$ cat src/rtl/ao_pkg.sv
package ao_pkg;
  typedef enum logic [1:0] {
    AO_FN_ADD = 2'd0,
    AO_FN_AND = 2'd1,
    AO_FN_XOR = 2'd2,
    AO_FN_OR  = 2'd3
  } ao_fn_e;

  localparam int ST_CRY   = 0;
  localparam int ST_OVF   = 1;
  localparam int ST_FN_LO = 2;
  localparam int ST_USED  = 4;

  localparam int QRY_CRY = 1;
  localparam int QRY_OVF = 2;
endpackage

$ cat src/rtl/ao_operand_regs.sv
module ao_operand_regs #(
  parameter int W = 16
) (
  input  logic         clk,
  input  logic         rst_n,
  input  logic         en,
  input  logic         x_wr,
  input  logic [W-1:0] x_data,
  input  logic         y_wr,
  input  logic [W-1:0] y_data,
  output logic [W-1:0] x_q,
  output logic [W-1:0] y_q
);
  always_ff @(posedge clk or negedge rst_n) begin
    if (!rst_n) begin
      x_q <= '0;
      y_q <= '0;
    end else if (en) begin
      if (x_wr) x_q <= x_data;
      if (y_wr) y_q <= y_data;
    end
  end
endmodule

$ cat src/rtl/ao_func_unit.sv
module ao_func_unit
  import ao_pkg::*;
#(
  parameter int W = 16
) (
  input  logic [W-1:0] x,
  input  logic [W-1:0] y,
  input  ao_fn_e       fn,
  output logic [W-1:0] res,
  output logic         carry,
  output logic         ovf
);
  localparam int MSB = W - 1;

  logic [W:0] sum_ext;

  assign sum_ext = {1'b0, x} + {1'b0, y};
  assign carry   = sum_ext[W];
  assign ovf     = (x[MSB] == y[MSB]) && (sum_ext[MSB] != x[MSB]);

  always_comb begin
    unique case (fn)
      AO_FN_ADD: res = sum_ext[W-1:0];
      AO_FN_AND: res = x & y;
      AO_FN_XOR: res = x ^ y;
      AO_FN_OR:  res = x | y;
      default:   res = '0;
    endcase
  end
endmodule

$ cat src/rtl/ao_status.sv
module ao_status
  import ao_pkg::*;
#(
  parameter int SW = 16
) (
  input  logic          clk,
  input  logic          rst_n,
  input  logic          en,
  input  logic          fn_load,
  input  logic [1:0]    fn_code,
  input  logic          stat_wr,
  input  logic [SW-1:0] stat_data,
  input  logic          carry_nx,
  input  logic          ovf_nx,
  output ao_fn_e        fn_q,
  output logic          cry_q,
  output logic          ovf_q
);
  logic unused_stat;
  assign unused_stat = ^{stat_data[SW-1:ST_USED], stat_data[ST_OVF:ST_CRY]};

  always_ff @(posedge clk or negedge rst_n) begin
    if (!rst_n) begin
      fn_q  <= AO_FN_ADD;
      cry_q <= 1'b0;
      ovf_q <= 1'b0;
    end else if (en) begin
      if (fn_load)      fn_q <= ao_fn_e'(fn_code);
      else if (stat_wr) fn_q <= ao_fn_e'(stat_data[ST_FN_LO +: 2]);
      cry_q <= carry_nx;
      ovf_q <= ovf_nx;
    end
  end
endmodule

$ cat src/rtl/ao_unit.sv
module ao_unit
  import ao_pkg::*;
#(
  parameter int W       = 16,
  parameter int SW      = 16,
  parameter bit PRESENT = 1'b1
) (
  input  logic          clk,
  input  logic          rst_n,
  input  logic          x_wr,
  input  logic [W-1:0]  x_data,
  input  logic          y_wr,
  input  logic [W-1:0]  y_data,
  input  logic          fn_load,
  input  logic [1:0]    fn_code,
  input  logic          stat_wr,
  input  logic [SW-1:0] stat_data,
  input  logic          sk_req,
  input  logic [2:0]    sk_query,
  output logic [W-1:0]  result,
  output logic [SW-1:0] stat_out,
  output logic          skip_hit,
  output logic          illegal_op
);
  localparam int PAD_W = SW - ST_USED;

  logic [W-1:0] x_q, y_q;
  logic [W-1:0] res_raw;
  logic         carry_nx, ovf_nx;
  ao_fn_e       fn_q;
  logic         cry_q, ovf_q;
  logic         any_access;

  assign any_access = x_wr | y_wr | fn_load | stat_wr | sk_req;

  ao_operand_regs #(.W(W)) u_ops (
    .clk(clk), .rst_n(rst_n), .en(PRESENT),
    .x_wr(x_wr), .x_data(x_data), .y_wr(y_wr), .y_data(y_data),
    .x_q(x_q), .y_q(y_q)
  );

  ao_func_unit #(.W(W)) u_fn (
    .x(x_q), .y(y_q), .fn(fn_q),
    .res(res_raw), .carry(carry_nx), .ovf(ovf_nx)
  );

  ao_status #(.SW(SW)) u_st (
    .clk(clk), .rst_n(rst_n), .en(PRESENT),
    .fn_load(fn_load), .fn_code(fn_code),
    .stat_wr(stat_wr), .stat_data(stat_data),
    .carry_nx(carry_nx), .ovf_nx(ovf_nx),
    .fn_q(fn_q), .cry_q(cry_q), .ovf_q(ovf_q)
  );

  generate
    if (PRESENT) begin : g_present
      logic unused_q0;
      assign unused_q0  = sk_query[0] | any_access;
      assign result     = res_raw;
      assign stat_out   = {{PAD_W{1'b0}}, fn_q, ovf_q, cry_q};
      assign skip_hit   = sk_req & ((sk_query[QRY_CRY] & cry_q) |
                                    (sk_query[QRY_OVF] & ovf_q));
      assign illegal_op = 1'b0;
    end else begin : g_absent
      logic unused_abs;
      assign unused_abs = ^{res_raw, fn_q, cry_q, ovf_q, sk_query};
      assign result     = '0;
      assign stat_out   = '0;
      assign skip_hit   = 1'b0;
      assign illegal_op = any_access;
    end
  endgenerate
endmodule

$ cat config.mk
export PLATFORM = sky130hd
export DESIGN_NAME = ao_unit
export DESIGN_NICKNAME = d
export VERILOG_FILES = /design/src/rtl/ao_pkg.sv /design/src/rtl/ao_operand_regs.sv /design/src/rtl/ao_func_unit.sv /design/src/rtl/ao_status.sv /design/src/rtl/ao_unit.sv
export SDC_FILE = /design/constraint.sdc
export NUM_CORES = 1
export LEC_CHECK = 0
export ABC_AREA = 0
export CAP_MARGIN = 20
export CORE_AREA = 8 8 102 86
export DETAILED_ROUTE_END_ITERATION = 8
export DIE_AREA = 0 0 110 94
export PLACE_DENSITY = 0.77
export SKIP_LAST_GASP = 1
export SYNTH_ARGS = -nofsm -noshare
export SYNTH_HDL_FRONTEND = slang
export SYNTH_HIERARCHICAL = 1
export SYNTH_SLANG_ARGS = --single-unit
$ cat constraint.sdc
create_clock -name clk -period 2.4 [get_ports clk]
set_input_delay 0.48 -clock clk [delete_from_list [all_inputs] [get_ports clk]]
set_output_delay 0.48 -clock clk [all_outputs]
set_load 0.01 [all_outputs]
==> impl_metrics.tcl <==
set metrics [dict create \
    dieArea_um2 10340 \
    powerDensity_nw_per_um2 710.9 \
    synth_cells 330 \
    num_io_pins 94 \
    placed_cell_area_um2 4086 \
    fin_crit_ns 3.109 \
    overflow 0 \
    initial_core_util 0.4182 \
    synth.area.top_cells "dfrtp_1 30%, ha_1 13%, mux2_2 13%" \
    synth_seq_cells 36 \
    clock_path_buffers 2 \
    grt_max_degree 37 \
    slew-limit-headroom 0.4712 \
    cts_root_buf "clkbuf_8" \
    critical_path.endpoint_type "primary output" \
    ys_types 44 \
    dr.first_iter.drc_count 133 \
    ys.flop_type "dfrtp_1" \
    clock_skew_ns 0.01004 \
    insertion_delay_ns 0.30 \
    arrival_ns 2.63 \
    worstPathRequired_ns 1.92 \
    yosysWarnings 6 \
    drt_wl_total_um 7847 \
    ant_nets 0 \
    dpl.hpwl_um 6121 \
    die-width_um 110 \
    numCtsBuffers 5 \
    gp_congestion 0.8952 \
    clock_sinks 36 \
    core_um2 7112 \
    setup_tns_ns -5.447 \
    clk_pin_slew_ns 0.08 \
    final-setup-viol-count 13 \
    rsz0062_at_grt "yes" \
    rrSetupSlack_ns -0.25 \
    avgRoutedWirePerCell_um 14.42 \
    io_buffers 65 \
    setup_slack_ns -0.7086 \
    fmax_mhz 321.7 \
    rr_endpoint "u_st/cry_q$_DFFE_PN0P_" \
    ctsHoldBuffers 0 \
    die_y_um 94 \
    violations "negative setup slack" \
    seq_area_frac_synth 0.3029 \
    criticalPathCategory "register to primary output" \
    cp_max_fo 4 \
    htreeDepth 2 \
    timing.hold.worst.class "input pin to asynchronous set/reset pin" \
    startpoint_type "register" \
    vias 2713 \
    post-route-cell-area_um2 4298 \
    rr_worst_depth 12 \
    synth_edf_count 0 \
    synthArstFlopShare 1.000 \
    synth_top_area_frac 0.3029 \
    power_leakage_nw 2.032 \
    synth_area_um2 2974 \
    vias_per_cell 4.987 \
    grt_pass1_vias 2817 \
    status "finished, violations left" \
    hold_viol_final 0 \
    preCtsSetupSlack_ns -0.7177 \
    route.detailed.drc 0 \
    syn_area_per_cell_um2 9.012 \
    synthTopCellsByCount "36 x dfrtp_1, 36 x inv_1, 35 x mux2_2" \
    fin_crit_sh 1.295 \
    drv_cap 0 \
    irDropWorstVdd_mv 0.3052 \
    diodes 0 \
    rows 28 \
    antenna_found_initial 0 \
    synth_area_leader_cell "dfrtp_1" \
    drtPass1Iterations 4 \
    tightest_slew_ns 0.7932 \
    grt_first_pass_wirelength_um 13270 \
    worstReg2RegStart "u_ops/y_q[0]$_DFFE_PN0P_" \
    layout.nets 546 \
    power_mw 3.055 \
    areaGrowthSynthToFinish_pct 44.51 \
    report.final.slew_viol_count 0 \
    grtUsageTotal 0.1591 \
    layout-drive-gt1-share 0.3282 \
    cts_tree "done" \
    final_core_util 0.6043 \
]
==> power by group <==
group | leakage (nW) | switching [mW] | total (mW) | internal, mW
clock | 0.0541 | 0.229 | 0.537 | 0.307
combinational | 1.55 | 0.838 | 1.72 | 0.886
sequential | 0.423 | 0.0906 | 0.795 | 0.704
total | 2.03 | 1.16 | 3.06 | 1.90
==> per-stage QoR <==
step	std cells	hold slack (ns)
after floorplan	349	0.1844
after global placement	530	0.5176
after detailed placement	530	0.5258
after CTS	545	0.2924
after global routing	544	0.3424
final	544	0.2609
==> worst max-delay path, cell delays in order, from the launching register on <==
cell and delay, ns:
dfrtp_1 0.39, ha_2 0.20, inv_2 0.05, fa_2 0.18, and2b_1 0.19, o2111ai_2 0.21
a211oi_2 0.11, buf_4 0.14, or2_4 0.27, a21o_1 0.17, a311oi_2 0.23, buf_2 0.17
==> state kept, by name (all words and copies together) (netlist names) <==
register,cells
u_ops/x_q,16
u_ops/y_q,16
u_st/cry_q,1
u_st/fn_q,2
u_st/ovf_q,1
==> what timing repair did <==
action | 4_1_cts | 5_1_grt
setup endpoints to repair | 17 | 18
gates cloned | 0 | 0
buffers inserted | 7 | 1
pin swaps | 25 | 17
gates resized for setup | 78 | 14
==> layout make-up <==
class	count	area [µm²]
Inverter	37	138.9
Fill cell	619	2814
Clock inverter	3	42.54
Clock buffer	5	68.82
Tap cell	90	112.6
Multi-Input combinational cell	249	1984
Sequential cell	36	900.9
Timing Repair Buffer	124	1050
==> worst max path at each step <==
stage,start,to,slack (ns)
finish,u_ops/y_q[0]$_DFFE_PN0P_,result[12],-0.71
global route,u_ops/y_q[0]$_DFFE_PN0P_,result[12],-0.88
CTS,u_ops/y_q[0]$_DFFE_PN0P_,result[12],-0.72
detailed placement,u_ops/x_q[0]$_DFFE_PN0P_,result[12],-0.72
global placement,u_ops/x_q[0]$_DFFE_PN0P_,result[8],-0.66
floorplan,u_ops/x_q[0]$_DFFE_PN0P_,result[12],-0.12
==> placed cells by master, fill, tap and decap left out, drive strengths merged, types with 3 or more instances in the layout <==
cell and count:
a21o 9, a21oi 23, a31oi 3, buf 74
clkbuf 6, clkdlybuf4s50 48, conb 21, dfrtp 36
ha 32, inv 36, mux2 35, nand2 27
nand3 4, nor2 14, nor3 11, o211ai 11
o21a 3, o21ai 17, o21bai 3, o22ai 5
xnor2 7
==> kinds of logic (layout without fill, tap and decap cells) <==
family | after synthesis | in the layout | synth area share
other cells | 2 | 21 | 0.002525
compound gates | 88 | 88 | 0.1944
mux | 36 | 36 | 0.1359
fa+ha+maj | 33 | 33 | 0.1414
simple gates | 63 | 63 | 0.09466
xor+xnor | 8 | 8 | 0.02356
buf+inv | 64 | 169 | 0.1048
flops | 36 | 36 | 0.3029
==> metal layers <==
| metal | track usage | share of wire | up-vias |
|---|---|---|---|
| met5 | 0 | 0 | - |
| met3 | 0.03772 | 0.067 | 5 |
| met4 | 0.03143 | 0.0042 | 0 |
| li1 | - | - | 1360 |
| met2 | 0.2567 | 0.45 | 74 |
| met1 | 0.2107 | 0.48 | 1274 |
No activity file was read; power rests on OpenSTA's default activity.
